===== config.mk =====
export PLATFORM = sky130hd
export DESIGN_NAME = flash_fault_addr_cap
export DESIGN_NICKNAME = d
export VERILOG_FILES = /design/src/rtl/flash_fault_addr_cap.sv
export SDC_FILE = /design/constraint.sdc
export NUM_CORES = 1
export LEC_CHECK = 0
export ABC_AREA = 1
export CORE_MARGIN = 4
export CORE_UTILIZATION = 41
export CTS_CLUSTER_SIZE = 20
export DETAILED_ROUTE_END_ITERATION = 12
export HOLD_SLACK_MARGIN = 0.12
export PLACE_DENSITY = 0.95
export SLEW_MARGIN = 40
export SYNTH_ARGS = -nofsm -noshare
export SYNTH_HDL_FRONTEND = slang
export SYNTH_SLANG_ARGS = --single-unit

===== constraint.sdc =====
create_clock -name clk -period 2.6 [get_ports clk]
set_input_delay 0.26 -clock clk [delete_from_list [all_inputs] [get_ports clk]]
set_output_delay 0.26 -clock clk [all_outputs]
set_load 0.05 [all_outputs]

===== src/rtl/flash_fault_addr_cap.sv =====
module flash_fault_addr_cap #(
  parameter int AW   = 21,
  parameter int LSB  = 3,
  parameter int DW   = 32,
  parameter int QPOS = 31
) (
  input  logic              clk,
  input  logic              rst_n,
  input  logic              test_en,
  input  logic              ded_vld,
  input  logic [AW-1:LSB]   ded_addr,
  input  logic              ded_shadow,
  input  logic              sbc_vld,
  input  logic [AW-1:LSB]   sbc_addr,
  input  logic              sbc_shadow,
  input  logic              sm_fail,
  input  logic [AW-1:LSB]   sm_addr,
  input  logic              sm_shadow,
  input  logic              sm_start,
  input  logic              reg_wr_en,
  input  logic              reg_sel,
  input  logic [DW-1:0]     reg_wdata,
  output logic [DW-1:0]     reg_rdata
);
  localparam int FW = AW - LSB;

  logic [FW-1:0] addr_q;
  logic          shad_q;
  logic          eer_q, sbc_q, peg_q;

  logic          locked, hw_ok, hw_cap, sw_wr, st_wr;
  logic [FW-1:0] hw_addr;
  logic          hw_shad;

  assign locked = eer_q | sbc_q;
  assign hw_ok  = ~test_en & ~locked;
  assign hw_cap = hw_ok & (ded_vld | sbc_vld | sm_fail);
  assign sw_wr  = reg_wr_en & ~reg_sel & ~locked;
  assign st_wr  = reg_wr_en & reg_sel;

  always_comb begin
    if (ded_vld) begin
      hw_addr = ded_addr;
      hw_shad = ded_shadow;
    end else if (sbc_vld) begin
      hw_addr = sbc_addr;
      hw_shad = sbc_shadow;
    end else begin
      hw_addr = sm_addr;
      hw_shad = sm_shadow;
    end
  end

  always_ff @(posedge clk or negedge rst_n) begin
    if (!rst_n) begin
      addr_q <= '0;
      shad_q <= 1'b0;
    end else if (hw_cap) begin
      addr_q <= hw_addr;
      shad_q <= hw_shad;
    end else if (sw_wr) begin
      addr_q <= reg_wdata[AW-1:LSB];
    end
  end

  always_ff @(posedge clk or negedge rst_n) begin
    if (!rst_n) begin
      eer_q <= 1'b0;
      sbc_q <= 1'b0;
      peg_q <= 1'b1;
    end else begin
      eer_q <= (eer_q & ~(st_wr & reg_wdata[0])) | ded_vld;
      sbc_q <= (sbc_q & ~(st_wr & reg_wdata[1])) | sbc_vld;
      if (sm_fail)       peg_q <= 1'b0;
      else if (sm_start) peg_q <= 1'b1;
    end
  end

  logic [DW-1:0] addr_view, stat_view;
  always_comb begin
    addr_view             = '0;
    addr_view[AW-1:LSB]   = addr_q;
    addr_view[QPOS]       = shad_q;
    stat_view             = '0;
    stat_view[2:0]        = {peg_q, sbc_q, eer_q};
  end

  assign reg_rdata = reg_sel ? stat_view : addr_view;

  logic unused_wbits;
  assign unused_wbits = ^{reg_wdata[DW-1:AW], reg_wdata[LSB-1:2]};
endmodule



==> impl_results.html, run 1 <==
<table>
<tr><th>Metric</th><th>Value</th></tr>
<tr><th colspan="2">Outcome</th></tr>
<tr><td>Outcome</td><td>finished, final reports clean</td></tr>
<tr><th colspan="2">Synth</th></tr>
<tr><td>Cell type contributing the most total cell area after synthesis</td><td>dfrtp_1</td></tr>
<tr><td>Count of unique library cells instantiated by Yosys</td><td>21</td></tr>
<tr><td>Yosys warning count</td><td>0</td></tr>
<tr><td>Most area-consuming cells after synthesis</td><td>dfrtp_1 24%, nand2_1 20%, inv_1 14%, nand3_1 9.4%, nand3_2 7.8%</td></tr>
<tr><td>Flops &amp; latches, synth</td><td>22</td></tr>
<tr><td>Portion of synthesized cell area occupied by the leading cell type</td><td>24.1%</td></tr>
<tr><td>Post-Synthesis Cell Area</td><td>2180 um^2</td></tr>
<tr><td>Portion of the post-synthesis area used by sequential elements</td><td>25.3%</td></tr>
<tr><td>Number of instances in the synthesized netlist</td><td>358</td></tr>
<tr><td>Mean area per synthesized cell</td><td>6.08 um^2</td></tr>
<tr><th colspan="2">Setup path</th></tr>
<tr><td>Stage delay of the slowest cell on the critical path</td><td>0.62 ns</td></tr>
<tr><td>Most prevalent standard cell on the critical path</td><td>buf_4</td></tr>
<tr><td>Crit end category</td><td>output pin</td></tr>
<tr><td>Arrival time worst endpoint</td><td>1.61 ns</td></tr>
<tr><td>CP startpoint kind</td><td>primary input</td></tr>
<tr><td>Cell chain of the critical path</td><td>clkdlybuf4s50_1 &gt; buf_4 &gt; nor2_1 &gt; buf_4</td></tr>
<tr><td>Critical path start-end classification</td><td>primary input to output pin</td></tr>
<tr><td>Worst path required time</td><td>2.34 ns</td></tr>
<tr><td>Critical-path maximum fanout</td><td>15</td></tr>
<tr><td>Worst path slowest cell</td><td>clkdlybuf4s50_1</td></tr>
<tr><th colspan="2">Die</th></tr>
<tr><td>Die extent in x</td><td>80.9 um</td></tr>
<tr><td>Area of the die</td><td>6540 um^2</td></tr>
<tr><td>Area of the core region</td><td>5140 um^2</td></tr>
<tr><td>Initial Utilization</td><td>42.4%</td></tr>
<tr><td>Row count</td><td>26</td></tr>
<tr><td>Die height</td><td>80.9 um</td></tr>
<tr><td>Count of pins on the block boundary</td><td>130</td></tr>
<tr><th colspan="2">Timing</th></tr>
<tr><td>Final setup violation count</td><td>0</td></tr>
<tr><td>Highest clock frequency the design can meet</td><td>534 MHz</td></tr>
<tr><td>Period Utilization, post-route</td><td>72.0%</td></tr>
<tr><td>RSZ-0062 raised after global routing</td><td>false</td></tr>
<tr><td>Final hold viol count</td><td>0</td></tr>
<tr><td>Setup TNS</td><td>0 ns</td></tr>
<tr><td>Final slew viol count</td><td>0</td></tr>
<tr><td>Max Clock Skew</td><td>0.00799 ns</td></tr>
<tr><td>Final period demand of the worst path</td><td>1.87 ns</td></tr>
<tr><td>Tightest hold margin</td><td>0.491 ns</td></tr>
<tr><th colspan="2">Detailed routing</th></tr>
<tr><td>Initial detailed-routing violation count</td><td>87</td></tr>
<tr><td>Detailed-route DRC error count</td><td>0</td></tr>
<tr><td>Wire length per cell</td><td>11.5 um</td></tr>
<tr><td>Post-route ant nets</td><td>0</td></tr>
<tr><td>Wire length reported by the detailed router</td><td>6000 um</td></tr>
<tr><td>Via count of the routed design</td><td>2321</td></tr>
<tr><td>Router iterations before antenna repair</td><td>4</td></tr>
<tr><td>Vias per inst</td><td>4.43</td></tr>
<tr><th colspan="2">Final layout</th></tr>
<tr><td>FILL cells</td><td>495</td></tr>
<tr><td>Fraction of layout instances using a drive strength above 1</td><td>13.9%</td></tr>
<tr><td>Area growth from synthesis to layout</td><td>47.1%</td></tr>
<tr><td>Layout Utilization</td><td>62.3%</td></tr>
<tr><td>Net count reported at finish</td><td>553</td></tr>
<tr><td>Antenna cells</td><td>0</td></tr>
<tr><th colspan="2">Clocking</th></tr>
<tr><td>Number of buffers inserted during clock tree synthesis</td><td>3</td></tr>
<tr><td>Clock tree from TritonCTS</td><td>yes</td></tr>
<tr><td>Total setup buffers inserted after CTS</td><td>0</td></tr>
<tr><td>H-Tree Level Count</td><td>1</td></tr>
<tr><td>Clock tree root driver cell</td><td>clkbuf_8</td></tr>
<tr><td>Maximum count of clock buffers along a single path</td><td>2</td></tr>
<tr><td>Clock latency of the later-clocked register in the worst-skew pair</td><td>0.26 ns</td></tr>
<tr><td>Clock tree sinks</td><td>22</td></tr>
<tr><td>Clock-pin slew of the registers on the worst-case setup and hold paths</td><td>0.08 ns</td></tr>
<tr><th colspan="2">GRT</th></tr>
<tr><td>Via count of the first global-routing pass</td><td>2190</td></tr>
<tr><td>GRT Total Usage</td><td>18.4%</td></tr>
<tr><td>Total congestion overflow</td><td>0</td></tr>
<tr><td>Global-route wire length before repair</td><td>9450 um</td></tr>
<tr><td>Number of antenna violations at the first check in global routing</td><td>0</td></tr>
<tr><td>Pin count of the biggest net entering global routing</td><td>38</td></tr>
<tr><th colspan="2">Power</th></tr>
<tr><td>Worst IR drop on VDD</td><td>0.167 mV</td></tr>
<tr><td>Power density normalized to cell area</td><td>410 nW/um^2</td></tr>
<tr><td>Total power draw</td><td>0.00131 W</td></tr>
<tr><td>Leakage power</td><td>1.80 nW</td></tr>
<tr><th colspan="2">Flow run</th></tr>
<tr><td>Number of violations of the max-capacitance limit</td><td>0</td></tr>
<tr><th colspan="2">Placed design</th></tr>
<tr><td>Placed wire-length estimate</td><td>4880 um</td></tr>
<tr><td>Count of buffers from port buffering</td><td>107</td></tr>
<tr><td>Routability-driven placement congestion ratio</td><td>0.958</td></tr>
<tr><th colspan="2">Hold path</th></tr>
<tr><td>Class of the tightest hold or removal check</td><td>flop to flop</td></tr>
</table>
## routing by layer
metal	share of wire, %	global-route usage, %
met1	39	21.2
met4	5.0	10.6
met5	0	0
met2	51	33.0
met3	5.3	1.88
## report_power, final
part	internal, W	switching, W	total, W
Clock	0.000109	0.000105	0.000214
Combinational	0.000269	0.000371	0.000640
Sequential	0.000417	0.0000439	0.000460
Total	0.000795	0.000520	0.00131
## stage by stage
stage	setup slack (ns)	instance area, um^2	std cells
after floorplan	1.07	2210	367
after global placement	0.733	3150	519
after detailed placement	0.699	3150	519
after CTS	0.740	3200	524
after global routing	0.658	3200	524
final	0.727	3200	524
## synth_stat cells, drive strengths merged
cell type and instances:
nand2 122, nand3 60, or2 1, dfstp 1, nor2 42, clkbuf 3, dfrtp 21, conb 1
inv 82, buf 25
## registers in the layout, indices dropped and copies added (netlist names)
register,cells
sbc_q,1
eer_q,1
peg_q,1
shad_q,1
addr_q,18
## repair_timing
item / 4_1_cts / 5_1_grt
hold endpoints to repair: 21 / 0
resized for setup: 0 / 0
hold buffers: 1 / 0
## logic make-up (layout without fill, tap and decap cells)
logic type / Yosys count / in the layout / synth area share, %
flops: 22 / 22 / 25.3
other cells: 1 / 10 / 0.172
simple gates: 225 / 225 / 50.1
buf+inv: 110 / 197 / 24.4
## cells in the final DEF (no fill, tap or decap), drive strengths merged
master,n
dfstp,1
dlygate4sd3,1
nand2,122
nor2,42
or2,1
nand3,60
inv,82
conb,10
clkbuf,4
buf,26
dfrtp,21
clkdlybuf4s50,84
## critical path, delay by kind of cell
kind / cells / cell delay (ns)
buffers and inverters: 3 / 1.15
and+or+nand+nor: 1 / 0.20
## path summary, 6_finish.rpt
kind                       depth (start not counted)                endpoint                from  slack [ns]
max                                                4           reg_rdata[18]             reg_sel        0.73
min                                                2      shad_q$_DFFE_PN0P_  shad_q$_DFFE_PN0P_        0.49
max reg2reg                                        5  addr_q[13]$_DFFE_PN0P_     eer_q$_DFF_PN0_        1.17
min reg2reg                                        2      shad_q$_DFFE_PN0P_  shad_q$_DFFE_PN0P_        0.49
max in group asynchronous                          2       peg_q$_DFFE_PN1P_               rst_n        1.74
min in group asynchronous                          2   addr_q[2]$_DFFE_PN0P_               rst_n        0.50
## layout make-up
| type | count | area [um^2] | area share [%] |
|---|---|---|---|
| clock buffer | 4 | 45.0 | 1.41 |
| timing repair buffer | 111 | 1080 | 33.7 |
| sequential | 22 | 552 | 17.2 |
| tap | 70 | 87.6 | 2.73 |
| multi-input combinational | 235 | 1130 | 35.2 |
| inverter | 82 | 310 | 9.68 |
Power figures use the tool's default switching activity.
==> run 2, diff against run 1 <==
- CORE_UTILIZATION: 41 -> 38
- PLACE_DENSITY: 0.95 -> 0.89
- clock period: 2.6 -> 1.85 ns (I/O delays scaled with it)
==> run 2 against run 1 <==
  * Sequential power increased by 42%
  * Design area increased by 9.1%
  * Critical path type is now flop to flop
  * Non-clock buffer count grew 3
  * Clock skew is 0.0062 ns lower
  * Worst setup slack worse by 0.33 ns
  * Highest routed layer unchanged
  * Critical endpoint is now addr_q[12]$_DFFE_PN0P_
  * Critical path depth increased by 1
  * Wire length up 8.1%
  * Core utilization increased by 0.76 points
  * Sequential share of layout area down 1.4 points
  * Largest power group unchanged
==> impl_results.html, run 2 (synthesis results as in run 1) <==
<table>
<tr><th>Metric</th><th>Value</th></tr>
<tr><th colspan="2">Setup path</th></tr>
<tr><td>Worst path slowest cell</td><td>dfrtp_1</td></tr>
<tr><td>Stage delay of the slowest cell on the critical path</td><td>0.43 ns</td></tr>
<tr><td>Arrival time worst endpoint</td><td>1.66 ns</td></tr>
<tr><td>Worst path required time</td><td>2.06 ns</td></tr>
<tr><td>Critical path origin</td><td>eer_q$_DFF_PN0_</td></tr>
<tr><td>Critical path start-end classification</td><td>flop to flop</td></tr>
<tr><td>Minimum setup slack among reg-to-reg paths</td><td>0.39 ns</td></tr>
<tr><td>Depth of the worst register-to-register path</td><td>5</td></tr>
<tr><td>Critical-path maximum fanout</td><td>36</td></tr>
<tr><td>Cell chain of the critical path</td><td>nor2_4 &gt; nand3_4 &gt; nor2_1 &gt; nand2_1 &gt; nand3_1</td></tr>
<tr><td>CP startpoint kind</td><td>flop</td></tr>
<tr><td>Worst setup endpoint</td><td>addr_q[12]$_DFFE_PN0P_</td></tr>
<tr><td>Crit end category</td><td>flop</td></tr>
<tr><td>FF-to-FF End</td><td>addr_q[12]$_DFFE_PN0P_</td></tr>
<tr><td>Reg-to-reg critical path startpoint</td><td>eer_q$_DFF_PN0_</td></tr>
<tr><th colspan="2">Detailed routing</th></tr>
<tr><td>Initial detailed-routing violation count</td><td>96</td></tr>
<tr><td>Wire length per cell</td><td>12.3 um</td></tr>
<tr><td>Via count of the routed design</td><td>2361</td></tr>
<tr><td>Met3 wirelength from detailed routing</td><td>367 um</td></tr>
<tr><td>Detailed-route DRC error count</td><td>0</td></tr>
<tr><td>Router iterations before antenna repair</td><td>4</td></tr>
<tr><td>Vias per inst</td><td>4.46</td></tr>
<tr><td>Sum of met2 wire segment lengths after detailed routing</td><td>3420 um</td></tr>
<tr><td>Wire length reported by the detailed router</td><td>6480 um</td></tr>
<tr><td>Met1 WL</td><td>2500 um</td></tr>
<tr><td>Highest metal layer with signal wires</td><td>met4</td></tr>
<tr><td>Post-route ant nets</td><td>0</td></tr>
<tr><th colspan="2">Placed design</th></tr>
<tr><td>Placed wire-length estimate</td><td>5320 um</td></tr>
<tr><td>Count of buffers from port buffering</td><td>107</td></tr>
<tr><td>Post-Place Cell Area</td><td>3420 um^2</td></tr>
<tr><td>Routability-driven placement congestion ratio</td><td>0.872</td></tr>
<tr><th colspan="2">Timing</th></tr>
<tr><td>Period Utilization, post-route</td><td>78.7%</td></tr>
<tr><td>RSZ-0062 raised after global routing</td><td>false</td></tr>
<tr><td>Final slew viol count</td><td>0</td></tr>
<tr><td>Highest clock frequency the design can meet</td><td>687 MHz</td></tr>
<tr><td>Final hold viol count</td><td>0</td></tr>
<tr><td>Final period demand of the worst path</td><td>1.46 ns</td></tr>
<tr><td>Final setup violation count</td><td>0</td></tr>
<tr><td>Max Clock Skew</td><td>0.00181 ns</td></tr>
<tr><td>Setup TNS</td><td>0 ns</td></tr>
<tr><th colspan="2">GRT</th></tr>
<tr><td>Number of antenna violations at the first check in global routing</td><td>0</td></tr>
<tr><td>Pin count of the biggest net entering global routing</td><td>38</td></tr>
<tr><td>Via count of the first global-routing pass</td><td>2317</td></tr>
<tr><td>Total congestion overflow</td><td>0</td></tr>
<tr><td>Global-route wire length before repair</td><td>10600 um</td></tr>
<tr><td>GRT Total Usage</td><td>18.4%</td></tr>
<tr><th colspan="2">Clocking</th></tr>
<tr><td>H-Tree Level Count</td><td>1</td></tr>
<tr><td>Clock tree sinks</td><td>22</td></tr>
<tr><td>Quantity of gates resized following cts</td><td>0</td></tr>
<tr><td>Maximum count of clock buffers along a single path</td><td>2</td></tr>
<tr><td>Total setup buffers inserted after CTS</td><td>0</td></tr>
<tr><td>Clock-pin slew of the registers on the worst-case setup and hold paths</td><td>0.08 ns</td></tr>
<tr><td>Number of buffers inserted during clock tree synthesis</td><td>3</td></tr>
<tr><td>Clock latency of the later-clocked register in the worst-skew pair</td><td>0.27 ns</td></tr>
<tr><td>Clock tree from TritonCTS</td><td>yes</td></tr>
<tr><td>Clock tree root driver cell</td><td>clkbuf_8</td></tr>
<tr><td>Cts hold-fix bufs</td><td>0</td></tr>
<tr><th colspan="2">Final layout</th></tr>
<tr><td>Sequential Area</td><td>552 um^2</td></tr>
<tr><td>Fraction of layout instances using a drive strength above 1</td><td>14.7%</td></tr>
<tr><td>Commonest non-fill, non-tap cells in the layout</td><td>115 x nand2_1, 85 x clkdlybuf4s50_1, 79 x inv_1, 41 x nand3_1, 39 x nor2_1</td></tr>
<tr><td>Net count reported at finish</td><td>556</td></tr>
<tr><td>Layout Utilization</td><td>63.1%</td></tr>
<tr><td>Area occupied by multi-input gates</td><td>1130 um^2</td></tr>
<tr><td>Antenna cells</td><td>0</td></tr>
<tr><td>Non-Filler Cell Area, Final</td><td>3500 um^2</td></tr>
<tr><td>Area growth from synthesis to layout</td><td>60.5%</td></tr>
<tr><td>Register ranked first by flip-flop count</td><td>addr_q</td></tr>
<tr><td>Leading cell type in the layout, fill and taps excluded</td><td>nand2_1</td></tr>
<tr><td>FILL cells</td><td>501</td></tr>
<tr><td>Largest register FFs</td><td>18</td></tr>
<tr><th colspan="2">Power</th></tr>
<tr><td>Switching part of the total power</td><td>36.2%</td></tr>
<tr><td>Worst IR drop on VDD</td><td>0.338 mV</td></tr>
<tr><td>Switching power of the nets</td><td>0.000789 W</td></tr>
<tr><td>Total power draw</td><td>0.00218 W</td></tr>
<tr><td>Seq pwr share</td><td>29.9%</td></tr>
<tr><td>Leakage power</td><td>1.88 nW</td></tr>
<tr><td>Combinational fraction of design power</td><td>49.2%</td></tr>
<tr><td>Share of total power in the clock network</td><td>20.9%</td></tr>
<tr><td>Power density normalized to cell area</td><td>624 nW/um^2</td></tr>
<tr><td>Internal cell power</td><td>0.00139 W</td></tr>
<tr><th colspan="2">Outcome</th></tr>
<tr><td>Outcome</td><td>finished, final reports clean</td></tr>
<tr><th colspan="2">Die</th></tr>
<tr><td>Area of the core region</td><td>5540 um^2</td></tr>
<tr><td>Count of pins on the block boundary</td><td>130</td></tr>
<tr><td>Row count</td><td>27</td></tr>
<tr><td>Die height</td><td>83.7 um</td></tr>
<tr><td>Area of the die</td><td>7010 um^2</td></tr>
<tr><td>Die extent in x</td><td>83.7 um</td></tr>
<tr><td>Initial Utilization</td><td>39.3%</td></tr>
<tr><th colspan="2">Hold path</th></tr>
<tr><td>Class of the tightest hold or removal check</td><td>primary input to async pin</td></tr>
<tr><th colspan="2">Flow run</th></tr>
<tr><td>Number of violations of the max-capacitance limit</td><td>0</td></tr>
</table>
run 2: cell count changes in the layout (fill, tap and decap cells not counted), sizes merged:
cell,change
clkdlybuf4s50,+1
bufinv,+1
dlygate4sd3,-1
clkbuf,-1
buf,+3
run 2: cell type report:
type	instances	share of cell area, %
multi-input combinational	235	32.3
tap	72	2.58
clock buffer	3	1.18
sequential	22	15.8
clock inverter	1	0.859
inverter	82	8.88
timing repair buffer	114	38.4
run 2: worst max-delay path: cells and delay by family, from the launching register on:
kind / cells / cell delay, ns
AND/OR/NAND/NOR: 5 / 0.95
flip-flops: 1 / 0.43
run 2: worst min-delay path by stage:
stage,start,end,slack (ns),cells past startpoint
6_report,rst_n,addr_q[0]$_DFFE_PN0P_,0.25,2
2_1_floorplan,rst_n,addr_q[0]$_DFFE_PN0P_,-0.11,0
3_3_place_gp,shad_q$_DFFE_PN0P_,shad_q$_DFFE_PN0P_,0.46,2
3_5_place_dp,shad_q$_DFFE_PN0P_,shad_q$_DFFE_PN0P_,0.48,2
5_1_grt,rst_n,addr_q[14]$_DFFE_PN0P_,0.27,2
4_1_cts,rst_n,addr_q[0]$_DFFE_PN0P_,0.26,2
run 2: per-layer routing:
metal | up-vias | track usage [%]
met3 | 14 | 2.07
met2 | 95 | 34.6
met5 | - | 0
met4 | 0 | 7.89
met1 | 1038 | 20.7
li1 | 1214 | -
run 2: power by group through the flow:
stage          clock network, W  registers, W  logic (W)
2_1_floorplan                 0      0.000642   0.000577
3_3_place_gp                  0      0.000652    0.00106
3_5_place_dp                  0      0.000661    0.00108
4_1_cts                0.000462      0.000652    0.00108
5_1_grt                0.000487      0.000666    0.00115
6_report               0.000457      0.000652    0.00107
run 2: through the flow:
step	std cells	hold slack, ns	worst slack [ns]
after floorplan	367	-0.111	0.473
after global placement	525	0.464	0.288
after detailed placement	525	0.476	0.241
after CTS	529	0.258	0.375
after global routing	529	0.270	0.236
final	529	0.252	0.393
==> run 3, diff against run 2 <==
- CORE_UTILIZATION: 38 -> 35
- PLACE_DENSITY: 0.89 -> 0.87
- clock period: 1.85 -> 1.3 ns (I/O delays scaled with it)
==> run 3 against run 2 <==
  * Core utilization fell by 1.9 points
  * Sequential power rose by 42%
  * Critical path type unchanged
  * Largest cell class unchanged
  * Via count rose by 2.8%
  * Global-route usage fell by 1.1 points
  * Maximum frequency rose by 12%
  * Critical path depth rose by 2
  * Worst setup slack got worse by 0.39 ns
  * Non-clock buffer count rose by 13
  * Combinational power rose by 47%
  * Clock skew rose by 0.0011 ns
  * Clock-buffer cell count rose by 1
==> impl_results.html, run 3 (synthesis results as in run 1) <==
<table>
<tr><th>Metric</th><th>Value</th></tr>
<tr><th colspan="2">Outcome</th></tr>
<tr><td>Outcome</td><td>finished, final reports clean</td></tr>
<tr><th colspan="2">Setup path</th></tr>
<tr><td>Worst path slowest cell</td><td>dfrtp_1</td></tr>
<tr><td>Worst path required time</td><td>1.51 ns</td></tr>
<tr><td>Arrival time worst endpoint</td><td>1.50 ns</td></tr>
<tr><td>Stage delay of the slowest cell on the critical path</td><td>0.41 ns</td></tr>
<tr><td>Crit end category</td><td>flop</td></tr>
<tr><td>Category of cells accounting for the largest share of critical-path delay</td><td>simple AND/OR/NAND/NOR gates</td></tr>
<tr><td>Critical-path maximum fanout</td><td>18</td></tr>
<tr><td>Cell chain of the critical path</td><td>nor2_4 &gt; buf_6 &gt; nand3_4 &gt; buf_12 &gt; nor2_1 &gt; nand2_1 &gt; nand3_1</td></tr>
<tr><td>Critical path start-end classification</td><td>flop to flop</td></tr>
<tr><td>CP startpoint kind</td><td>flop</td></tr>
<tr><td>Buf+Inv Stages, Crit Path</td><td>2</td></tr>
<tr><th colspan="2">Die</th></tr>
<tr><td>Initial Utilization</td><td>36.4%</td></tr>
<tr><td>Die extent in x</td><td>86.9 um</td></tr>
<tr><td>Row count</td><td>28</td></tr>
<tr><td>Die height</td><td>86.9 um</td></tr>
<tr><td>Count of pins on the block boundary</td><td>130</td></tr>
<tr><td>Area of the die</td><td>7550 um^2</td></tr>
<tr><td>Area of the core region</td><td>5990 um^2</td></tr>
<tr><th colspan="2">Clocking</th></tr>
<tr><td>Number of buffers inserted during clock tree synthesis</td><td>3</td></tr>
<tr><td>Clock latency of the later-clocked register in the worst-skew pair</td><td>0.27 ns</td></tr>
<tr><td>Cts hold-fix bufs</td><td>0</td></tr>
<tr><td>Clock tree sinks</td><td>22</td></tr>
<tr><td>Clock-pin slew of the registers on the worst-case setup and hold paths</td><td>0.08 ns</td></tr>
<tr><td>Clock tree root driver cell</td><td>clkbuf_8</td></tr>
<tr><td>Maximum count of clock buffers along a single path</td><td>2</td></tr>
<tr><td>Clock tree from TritonCTS</td><td>yes</td></tr>
<tr><td>H-Tree Level Count</td><td>1</td></tr>
<tr><th colspan="2">GRT</th></tr>
<tr><td>Via count of the first global-routing pass</td><td>2353</td></tr>
<tr><td>Number of antenna violations at the first check in global routing</td><td>0</td></tr>
<tr><td>Total congestion overflow</td><td>0</td></tr>
<tr><td>Pin count of the biggest net entering global routing</td><td>38</td></tr>
<tr><td>Global-route wire length before repair</td><td>10600 um</td></tr>
<tr><td>GRT Total Usage</td><td>17.3%</td></tr>
<tr><th colspan="2">Flow run</th></tr>
<tr><td>Number of violations of the max-capacitance limit</td><td>0</td></tr>
<tr><th colspan="2">Detailed routing</th></tr>
<tr><td>Router iterations before antenna repair</td><td>4</td></tr>
<tr><td>Via count of the routed design</td><td>2426</td></tr>
<tr><td>Met3 wirelength from detailed routing</td><td>484 um</td></tr>
<tr><td>Met1 WL</td><td>2570 um</td></tr>
<tr><td>Highest metal layer with signal wires</td><td>met4</td></tr>
<tr><td>Initial detailed-routing violation count</td><td>186</td></tr>
<tr><td>Vias per inst</td><td>4.45</td></tr>
<tr><td>Sum of met2 wire segment lengths after detailed routing</td><td>3390 um</td></tr>
<tr><td>Wire length per cell</td><td>12.2 um</td></tr>
<tr><td>Wire length reported by the detailed router</td><td>6670 um</td></tr>
<tr><td>Post-route ant nets</td><td>0</td></tr>
<tr><td>Detailed-route DRC error count</td><td>0</td></tr>
<tr><th colspan="2">Hold path</th></tr>
<tr><td>Class of the tightest hold or removal check</td><td>primary input to async pin</td></tr>
<tr><th colspan="2">Power</th></tr>
<tr><td>Internal cell power</td><td>0.00186 W</td></tr>
<tr><td>Worst IR drop on VDD</td><td>0.467 mV</td></tr>
<tr><td>Leakage power</td><td>1.96 nW</td></tr>
<tr><td>Switching part of the total power</td><td>37.9%</td></tr>
<tr><td>Switching power of the nets</td><td>0.00114 W</td></tr>
<tr><td>Share of total power in the clock network</td><td>16.7%</td></tr>
<tr><td>Combinational fraction of design power</td><td>52.5%</td></tr>
<tr><td>Seq pwr share</td><td>30.8%</td></tr>
<tr><td>Power density normalized to cell area</td><td>817 nW/um^2</td></tr>
<tr><th colspan="2">Timing</th></tr>
<tr><td>Final hold viol count</td><td>0</td></tr>
<tr><td>Final period demand of the worst path</td><td>1.30 ns</td></tr>
<tr><td>Period Utilization, post-route</td><td>99.9%</td></tr>
<tr><td>Max Clock Skew</td><td>0.00290 ns</td></tr>
<tr><td>Highest clock frequency the design can meet</td><td>770 MHz</td></tr>
<tr><td>Setup TNS</td><td>0 ns</td></tr>
<tr><td>RSZ-0062 raised after global routing</td><td>true</td></tr>
<tr><td>Final setup violation count</td><td>0</td></tr>
<tr><td>Final slew viol count</td><td>0</td></tr>
<tr><th colspan="2">Final layout</th></tr>
<tr><td>Number of standard cells in the final layout excluding fillers</td><td>545</td></tr>
<tr><td>Leading cell type in the layout, fill and taps excluded</td><td>nand2_1</td></tr>
<tr><td>Register ranked first by flip-flop count</td><td>addr_q</td></tr>
<tr><td>Net count reported at finish</td><td>569</td></tr>
<tr><td>Largest register FFs</td><td>18</td></tr>
<tr><td>Commonest non-fill, non-tap cells in the layout</td><td>115 x nand2_1, 84 x clkdlybuf4s50_1, 79 x inv_1, 41 x nand3_1, 28 x nor2_1</td></tr>
<tr><td>Fraction of layout instances using a drive strength above 1</td><td>19.4%</td></tr>
<tr><td>Area growth from synthesis to layout</td><td>68.4%</td></tr>
<tr><td>Antenna cells</td><td>0</td></tr>
<tr><td>FILL cells</td><td>499</td></tr>
<tr><th colspan="2">Placed design</th></tr>
<tr><td>Routability-driven placement congestion ratio</td><td>0.795</td></tr>
<tr><td>Placed wire-length estimate</td><td>5220 um</td></tr>
<tr><td>Count of buffers from port buffering</td><td>107</td></tr>
<tr><td>Instance count after placement with tap cells included</td><td>534</td></tr>
</table>
## run 3: cell count changes in the layout (fill, tap and decap cells not counted), sizes merged
cell	before	now
buf	29	41
bufinv	1	0
clkbuf	3	5
clkdlybuf4s50	85	84
dlygate4sd2	0	1
## run 3: timing repair
item / 4_1_cts / 5_1_grt
endpoints found under the hold margin: 0 / 0
gates resized for setup: 9 / 7
setup buffers: 3 / 2
pin swaps: 1 / 1
gates cloned: 1 / 1
setup endpoints to repair: 37 / 19
## run 3: cell type report
cell class              instances  area, um^2  area share (%)
inverters                      82         310            8.46
clock buffers                   4        55.1            1.50
repair buffers                127        1490            40.7
multi-input cells             235        1160            31.8
well taps                      75        93.8            2.56
flip-flops and latches         22         552            15.0
## run 3: worst paths after layout
path	from	to	slack (ns)	cells past startpoint
max	sbc_q$_DFF_PN0_	addr_q[7]$_DFFE_PN0P_	0.0007	7
min reg2reg	shad_q$_DFFE_PN0P_	shad_q$_DFFE_PN0P_	0.49	2
max reg2reg	sbc_q$_DFF_PN0_	addr_q[7]$_DFFE_PN0P_	0.0007	7
max in group asynchronous	rst_n	peg_q$_DFFE_PN1P_	0.83	2
min in group clk	sm_fail	peg_q$_DFFE_PN1P_	0.38	2
min	rst_n	addr_q[10]$_DFFE_PN0P_	0.20	2
## run 3: through the flow
stage | hold WS [ns] | worst slack, ns | cell area (um^2) | util (%) | total power (W)
after floorplan | -0.166 | 0.0333 | 2210 | - | 0.00173
after global placement | 0.475 | -0.158 | 3490 | 58.2 | 0.00245
after detailed placement | 0.478 | -0.233 | 3490 | 58.2 | 0.00248
after CTS | 0.215 | -0.0151 | 3600 | 60.1 | 0.00300
after global routing | 0.235 | -0.0415 | 3670 | 61.2 | 0.00315
final | 0.201 | 0.000731 | 3670 | 61.2 | 0.00300
## run 3: power groups by stage
stage	Clock [W]	Combinational [W]	Sequential, W
final	0.000500	0.00157	0.000923
after global routing	0.000527	0.00168	0.000945
after CTS	0.000503	0.00157	0.000924
after detailed placement	0	0.00155	0.000938
after global placement	0	0.00152	0.000929
after floorplan	0	0.000820	0.000914
## run 3: layer usage
layer | global-route usage [%] | vias to the layer above
met5 | 0 | -
met4 | 8.22 | 0
met3 | 1.99 | 19
met2 | 30.4 | 108
met1 | 20.9 | 1058
li1 | - | 1241
